$ cat config.mk
export PLATFORM = sky130hd
export DESIGN_NAME = otp_stream_reader
export DESIGN_NICKNAME = d
export VERILOG_FILES = /design/src/rtl/otp_stream_pkg.sv /design/src/rtl/otp_word_fifo.sv /design/src/rtl/otp_fetch_ctrl.sv /design/src/rtl/otp_err_sticky.sv /design/src/rtl/otp_stream_reader.sv
export SDC_FILE = /design/constraint.sdc
export NUM_CORES = 1
export LEC_CHECK = 0
export ABC_CLOCK_PERIOD_IN_PS = 3900
export BUFFER_PORTS_ARGS = -buffer_cell sky130_fd_sc_hd__buf_4
export CAP_MARGIN = 20
export CORE_ASPECT_RATIO = 0.5
export CORE_MARGIN = 2
export CORE_UTILIZATION = 45
export CTS_BUF_LIST = sky130_fd_sc_hd__clkbuf_4 sky130_fd_sc_hd__clkbuf_8
export DETAILED_ROUTE_END_ITERATION = 6
export PLACE_DENSITY = 0.67
export SLEW_MARGIN = 15
export SYNTH_ARGS = -nofsm -noshare
export SYNTH_HDL_FRONTEND = slang
export SYNTH_SLANG_ARGS = --single-unit
$ cat constraint.sdc
create_clock -name clk -period 3.9 [get_ports clk]
set_input_delay 0.585 -clock clk [delete_from_list [all_inputs] [get_ports clk]]
set_output_delay 0.585 -clock clk [all_outputs]
set_load 0.02 [all_outputs]
$ cat src/rtl/otp_stream_pkg.sv
package otp_stream_pkg;
  typedef enum logic [1:0] {
    ST_IDLE  = 2'd0,
    ST_FETCH = 2'd1,
    ST_WAIT  = 2'd2,
    ST_PUSH  = 2'd3
  } eng_state_t;
endpackage

$ cat src/rtl/otp_word_fifo.sv
module otp_word_fifo #(
  parameter int DW    = 32,
  parameter int DEPTH = 8,
  parameter int LVL_W = $clog2(DEPTH + 1)
) (
  input  logic             clk,
  input  logic             rst_n,
  input  logic             flush,
  input  logic             push,
  input  logic [DW-1:0]    push_data,
  input  logic             pop,
  output logic [DW-1:0]    head,
  output logic [LVL_W-1:0] level,
  output logic             full,
  output logic             empty
);
  localparam int PW = (DEPTH > 1) ? $clog2(DEPTH) : 1;

  logic [DW-1:0]    store [DEPTH];
  logic [PW-1:0]    wp_q, wp_n, rp_q, rp_n;
  logic [LVL_W-1:0] lvl_q, lvl_n;
  logic             do_push, do_pop;

  function automatic logic [PW-1:0] bump(input logic [PW-1:0] p);
    return (p == PW'(DEPTH - 1)) ? '0 : p + PW'(1);
  endfunction

  assign full    = (lvl_q == LVL_W'(DEPTH));
  assign empty   = (lvl_q == '0);
  assign do_push = push && !full && !flush;
  assign do_pop  = pop && !empty && !flush;
  assign head    = store[rp_q];
  assign level   = lvl_q;

  always_comb begin
    wp_n  = wp_q;
    rp_n  = rp_q;
    lvl_n = lvl_q;
    if (flush) begin
      wp_n  = '0;
      rp_n  = '0;
      lvl_n = '0;
    end else begin
      if (do_push) wp_n = bump(wp_q);
      if (do_pop)  rp_n = bump(rp_q);
      case ({do_push, do_pop})
        2'b10:   lvl_n = lvl_q + LVL_W'(1);
        2'b01:   lvl_n = lvl_q - LVL_W'(1);
        default: lvl_n = lvl_q;
      endcase
    end
  end

  always_ff @(posedge clk or negedge rst_n) begin
    if (!rst_n) begin
      wp_q  <= '0;
      rp_q  <= '0;
      lvl_q <= '0;
    end else begin
      wp_q  <= wp_n;
      rp_q  <= rp_n;
      lvl_q <= lvl_n;
    end
  end

  always_ff @(posedge clk) begin
    if (do_push) store[wp_q] <= push_data;
  end

  AST_NO_OVERFLOW: assert property (@(posedge clk) disable iff (!rst_n)
    lvl_q <= LVL_W'(DEPTH));
  AST_FLUSH_EMPTIES: assert property (@(posedge clk) disable iff (!rst_n)
    flush |=> (lvl_q == '0));
  AST_EMPTY_POP_HOLD: assert property (@(posedge clk) disable iff (!rst_n)
    (pop && empty && !push) |=> (lvl_q == '0));
endmodule

$ cat src/rtl/otp_fetch_ctrl.sv
module otp_fetch_ctrl
  import otp_stream_pkg::*;
#(
  parameter int AW = 15,
  parameter int CW = 14,
  parameter int DW = 32,
  parameter int PW = AW - 1,
  parameter int RW = CW + 1
) (
  input  logic            clk,
  input  logic            rst_n,
  input  logic            start,
  input  logic [AW-1:0]   cfg_addr,
  input  logic [CW-1:0]   cfg_cnt_m1,
  input  logic            fifo_full,
  input  logic [2*DW-1:0] arr_rdata,
  input  logic            arr_dbl_err,
  output logic            arr_req,
  output logic [PW-1:0]   arr_addr,
  output logic            push,
  output logic [DW-1:0]   push_data,
  output logic            err_set,
  output logic [AW-1:0]   live_addr,
  output logic [RW-1:0]   live_remain,
  output logic            ready
);
  eng_state_t      st_q, st_n;
  logic [2*DW-1:0] word_q, word_n;
  logic [AW-1:0]   addr_q, addr_n;
  logic [RW-1:0]   rem_q, rem_n;

  assign arr_addr    = addr_q[AW-1:1];
  assign push_data   = addr_q[0] ? word_q[2*DW-1:DW] : word_q[DW-1:0];
  assign live_addr   = addr_q;
  assign live_remain = rem_q;
  assign ready       = (st_q == ST_IDLE);

  always_comb begin
    st_n    = st_q;
    word_n  = word_q;
    addr_n  = addr_q;
    rem_n   = rem_q;
    arr_req = 1'b0;
    push    = 1'b0;
    err_set = 1'b0;
    case (st_q)
      ST_IDLE: begin
        if (start) begin
          addr_n = cfg_addr;
          rem_n  = RW'(cfg_cnt_m1) + RW'(1);
          st_n   = ST_FETCH;
        end
      end
      ST_FETCH: begin
        if (!fifo_full) begin
          arr_req = 1'b1;
          st_n    = ST_WAIT;
        end
      end
      ST_WAIT: begin
        word_n  = arr_rdata;
        err_set = arr_dbl_err;
        st_n    = ST_PUSH;
      end
      ST_PUSH: begin
        if (!fifo_full) begin
          push   = 1'b1;
          addr_n = addr_q + AW'(1);
          rem_n  = rem_q - RW'(1);
          if (rem_q == RW'(1)) st_n = ST_IDLE;
          else if (addr_q[0])  st_n = ST_FETCH;
        end
      end
      default: st_n = ST_IDLE;
    endcase
  end

  always_ff @(posedge clk or negedge rst_n) begin
    if (!rst_n) begin
      st_q  <= ST_IDLE;
      addr_q <= '0;
      rem_q  <= '0;
    end else begin
      st_q   <= st_n;
      addr_q <= addr_n;
      rem_q  <= rem_n;
    end
  end

  always_ff @(posedge clk) begin
    if (st_q == ST_WAIT) word_q <= word_n;
  end

  AST_ONE_REQ_PER_WORD: assert property (@(posedge clk) disable iff (!rst_n)
    arr_req |=> !arr_req);
  AST_REMAIN_STEP: assert property (@(posedge clk) disable iff (!rst_n)
    push |=> (live_remain == $past(live_remain) - RW'(1)));
  AST_IDLE_HOLD: assert property (@(posedge clk) disable iff (!rst_n)
    (ready && !start) |=> ($stable(live_addr) && $stable(live_remain)));
  AST_READY_AFTER_LAST: assert property (@(posedge clk) disable iff (!rst_n)
    (push && live_remain == RW'(1)) |=> ready);
endmodule

$ cat src/rtl/otp_err_sticky.sv
module otp_err_sticky (
  input  logic clk,
  input  logic rst_n,
  input  logic set,
  input  logic clr,
  output logic flag
);
  logic flag_q, flag_n;

  assign flag   = flag_q;
  assign flag_n = set | (flag_q & ~clr);

  always_ff @(posedge clk or negedge rst_n) begin
    if (!rst_n) flag_q <= 1'b0;
    else        flag_q <= flag_n;
  end

  AST_ERR_STICKY: assert property (@(posedge clk) disable iff (!rst_n)
    (flag_q && !clr) |=> flag_q);
  AST_ERR_SET_WINS: assert property (@(posedge clk) disable iff (!rst_n)
    set |=> flag_q);
endmodule

$ cat src/rtl/otp_stream_reader.sv
module otp_stream_reader #(
  parameter int AW         = 15,
  parameter int CW         = 14,
  parameter int DW         = 32,
  parameter int FIFO_DEPTH = 8,
  parameter int LVL_W      = $clog2(FIFO_DEPTH + 1)
) (
  input  logic             clk,
  input  logic             rst_n,
  input  logic [AW-1:0]    cfg_start_addr,
  input  logic [CW-1:0]    cfg_count_m1,
  input  logic             start,
  input  logic             flush,
  input  logic             pop,
  input  logic             err_clr,
  output logic [DW-1:0]    pop_data,
  output logic [DW-1:0]    rd_back,
  output logic [LVL_W-1:0] fifo_level,
  output logic [AW-1:0]    live_addr,
  output logic [CW:0]      live_remain,
  output logic             ready,
  output logic             rd_err,
  output logic             arr_req,
  output logic [AW-2:0]    arr_addr,
  input  logic [2*DW-1:0]  arr_rdata,
  input  logic             arr_dbl_err
);
  logic          fifo_full, fifo_empty, eng_push, err_set;
  logic [DW-1:0] eng_data;
  logic [DW-1:0] back_q, back_n;
  logic          take;

  otp_fetch_ctrl #(.AW(AW), .CW(CW), .DW(DW)) u_ctrl (
    .clk(clk), .rst_n(rst_n), .start(start), .cfg_addr(cfg_start_addr),
    .cfg_cnt_m1(cfg_count_m1), .fifo_full(fifo_full), .arr_rdata(arr_rdata),
    .arr_dbl_err(arr_dbl_err), .arr_req(arr_req), .arr_addr(arr_addr),
    .push(eng_push), .push_data(eng_data), .err_set(err_set),
    .live_addr(live_addr), .live_remain(live_remain), .ready(ready)
  );

  otp_word_fifo #(.DW(DW), .DEPTH(FIFO_DEPTH), .LVL_W(LVL_W)) u_fifo (
    .clk(clk), .rst_n(rst_n), .flush(flush), .push(eng_push),
    .push_data(eng_data), .pop(pop), .head(pop_data), .level(fifo_level),
    .full(fifo_full), .empty(fifo_empty)
  );

  otp_err_sticky u_err (
    .clk(clk), .rst_n(rst_n), .set(err_set), .clr(err_clr), .flag(rd_err)
  );

  assign take    = pop && !fifo_empty && !flush;
  assign back_n  = take ? pop_data : back_q;
  assign rd_back = back_q;

  always_ff @(posedge clk or negedge rst_n) begin
    if (!rst_n) back_q <= '0;
    else        back_q <= back_n;
  end

  AST_BACK_ON_POP: assert property (@(posedge clk) disable iff (!rst_n)
    (pop && fifo_empty) |=> $stable(rd_back));
endmodule

==> metrics.md <==
| Metric | Value |
|---|---|
| Status | `completed` |
| Synth area leaders | `edfxtp_1 60%, dfrtp_1 12%, mux4_2 8.9%` |
| P_leak | `6.93 nW` |
| Pwr/cell area | `726 nW/um2` |
| RSZ-0062 raised after global routing | `false` |
| Post-synthesis sequential area ratio | `71.2%` |
| Final nets | `1,254` |
| Slew Limit Fails | `0` |
| Via-to-Cell Ratio | `5.36` |
| Count of cells resized by post-cts repair | `0` |
| Die W | `272 um` |
| Critical Path Stages | `4` |
| Reg2Reg Depth | `7` |
| DP Area | `18,400 um2` |
| Layout fillers | `2,680` |
| Worst setup margin | `0.736 ns` |
| Cell with the most instances after synthesis | `edfxtp_1` |
| GR Overflow Total | `0` |
| Hold-fix buffers at CTS | `1` |
| Overall routed net length | `34,400 um` |
| Buf+Inv Stages, Crit Path | `2` |
| WHS | `0.163 ns` |
| # diodes | `0` |
| # IOs | `215` |
| Total CTS buffers | `54` |
| Critical path's slowest cell | `dfrtp_2` |
| Seq. cell area | `11,500 um2` |
| GRT Resource Usage Total | `18.3%` |
| DIE AREA | `37,500 um2` |
| Non-Filler Instances | `1,660` |
| Synth Register Bits | `395` |
| Routability cong. | `0.834` |
| Worst EP arrival | `2.58 ns` |
| Drc violations | `0` |
| Hold depth | `1` |
| Worst min-delay path category | `in2reg` |
| Initial antenna violation count | `0` |
| Share of cells above drive strength 1 | `42.9%` |
| Vias in the first global route | `9,226` |
| R2R Setup Slk | `0.89 ns` |
| Final instance area | `19,500 um2` |
| CORE AREA | `34,900 um2` |
| Maximum vdd drop | `362 uV` |
| # setup viols final | `0` |
| Synth warn | `0` |
| CTS tree | `yes` |
| Crit path time final | `3.16 ns` |
| Syn nets | `1,020` |
| Fin. Hold Viols | `0` |
| Crit Path Max Fanout | `42` |
| Area Growth Syn to Fin | `20.6%` |
| Tot Pwr | `14.1 mW` |
| Placed cells | `1,558` |
| Drt pass-1 iters | `5` |
| Worst EP required | `3.31 ns` |
| DRT iter0 DRCs | `612` |
| Port Buffer Count | `214` |
| Worst path cell trace | `buf_12 > mux4_2 > mux2_2 > buf_4` |
| First-pass GRT wire length | `52,000 um` |
| CTS Root Cell | `clkbuf_8` |
| Post-synthesis instance total | `906` |
| H-tree levels | `2` |
| Delay-heaviest family, CP | `flip-flops` |
| Initial core utilization | `46.2%` |
| Maximum clock path buffer count | `3` |
| Cell Area, Synth | `16,100 um2` |
| Netlist cell types | `54` |
| Hpwl dp | `21,700 um` |
| Crit-path max cell delay | `0.78 ns` |
| Clock transition at path regs | `0.06 ns` |
| Post-route core utilization | `55.8%` |
| Critical path class | `reg2out` |
| Multi-input gate area in the final layout | `4440 um2` |
| Final Cycle Share | `81.1%` |
| Startpoint types | `register` |
| Final ANT Viol Nets | `0` |
| Pre-CTS WS | `0.970 ns` |
| Wire per inst | `20.7 um` |
| Max_cap viols | `0` |
| Clock Skew | `0.0132 ns` |
| Post-synth EDFFs | `320` |
| Slew at the pin with the worst max-slew slack | `1.04 ns` |
| Clock sink count | `395` |
| Avg Cell Area, Syn | `17.8 um2` |
| Vias | `8,904` |
| Synth top area share | `59.5%` |
| Post-CTS Setup Inserts | `0` |
| Synth cell count leaders | `320 x edfxtp_1, 98 x mux2_2, 75 x dfrtp_1, 64 x mux4_2, 42 x nand2_1` |
| Setup TNS | `0 ns` |
| Clk Latency, worst-skew pair | `0.60 ns` |
| Fmax | `316 MHz` |
| CP Capture Type | `primary output` |
| # rows | `48` |
| Pin count of the biggest net entering global routing | `67` |
| Post-synth ARST share | `19.0%` |
| Die Ht | `138 um` |
| Dominant cell type by area after synthesis | `edfxtp_1` |
| Top_reg_cell synth | `edfxtp_1` |
| Max-slew headroom | `31.0%` |
-- registers in the layout, indices dropped and copies added, names as in the netlist --
name and flops:
u_ctrl.word_q 64, u_ctrl.live_addr 15, u_ctrl.live_remain 15, u_fifo.level 4
u_fifo.store 256, u_fifo.rp_q 3, u_fifo.wp_q 3, u_ctrl.st_q 2
u_err.flag 1, rd_back 32
-- cells by family (layout without fill, tap and decap cells) --
family                   after synthesis  count (layout)  synth area share [%]
buffers and inverters                 64             343                  1.90
XOR/XNOR                              14              14                 0.760
AND/OR/NAND/NOR                      146             146                  4.44
multiplexers                         180             180                  16.9
flip-flops                           395             395                  71.2
AO/OA/AOI/OAI                         93              93                  3.75
adder cells (fa/ha/maj)               14              14                  1.09
-- placed cells by master, fill, tap and decap left out, types with 13 or more instances in the layout --
| cell type | n |
|---|---|
| a21oi_1 | 22 |
| buf_4 | 229 |
| clkbuf_4 | 28 |
| clkbuf_8 | 57 |
| dfrtp_1 | 71 |
| edfxtp_1 | 320 |
| ha_1 | 13 |
| mux2_2 | 98 |
| mux2i_1 | 18 |
| mux4_2 | 64 |
| nand2_1 | 42 |
| nand3_1 | 21 |
| nor2_1 | 28 |
| o21ai_0 | 23 |
| o22ai_1 | 13 |
-- where the power goes --
part | switching [mW] | internal [mW]
registers | 0.541 | 5.73
clock network | 1.51 | 1.69
logic | 2.65 | 2.01
total | 4.69 | 9.44
-- layer usage --
layer  vias to the layer above  track usage [%]  wire [um]
met3                        50             3.98       1660
met4                         0             4.79        527
li1                       4066                -          -
met5                         -                0          0
met2                       231             31.4      17400
met1                      4557             24.0      14800
-- worst paths after layout --
check | from | endpoint
setup / recovery | u_fifo.rp_q[1] | pop_data[27]
hold / removal | arr_rdata[31] | u_ctrl.word_q[31]
setup reg to reg | u_fifo.level[1] | u_fifo.level[3]
hold reg to reg | rd_back[17] | rd_back[17]
max in group asynchronous | rst_n | u_fifo.level[1]
min in group asynchronous | rst_n | rd_back[4]
-- area by class of cell --
cell class              count  area share [%]
clock buffers              85            5.11
inverters                   8           0.154
flip-flops and latches    395            59.1
multi-input cells         447            22.8
clock inverters            16           0.540
well taps                 475            3.05
repair buffers            234            9.30
-- worst reg2reg max path, cell delays in order (launching register included) --
cell,delay [ns]
dfrtp_1,0.49
or4b_4,0.69
a2111oi_4,0.50
ha_1,0.25
a31oi_1,0.11
or2_2,0.31
a2111oi_0,0.43
a211o_1,0.16
No activity file was read; power rests on OpenSTA's default activity.
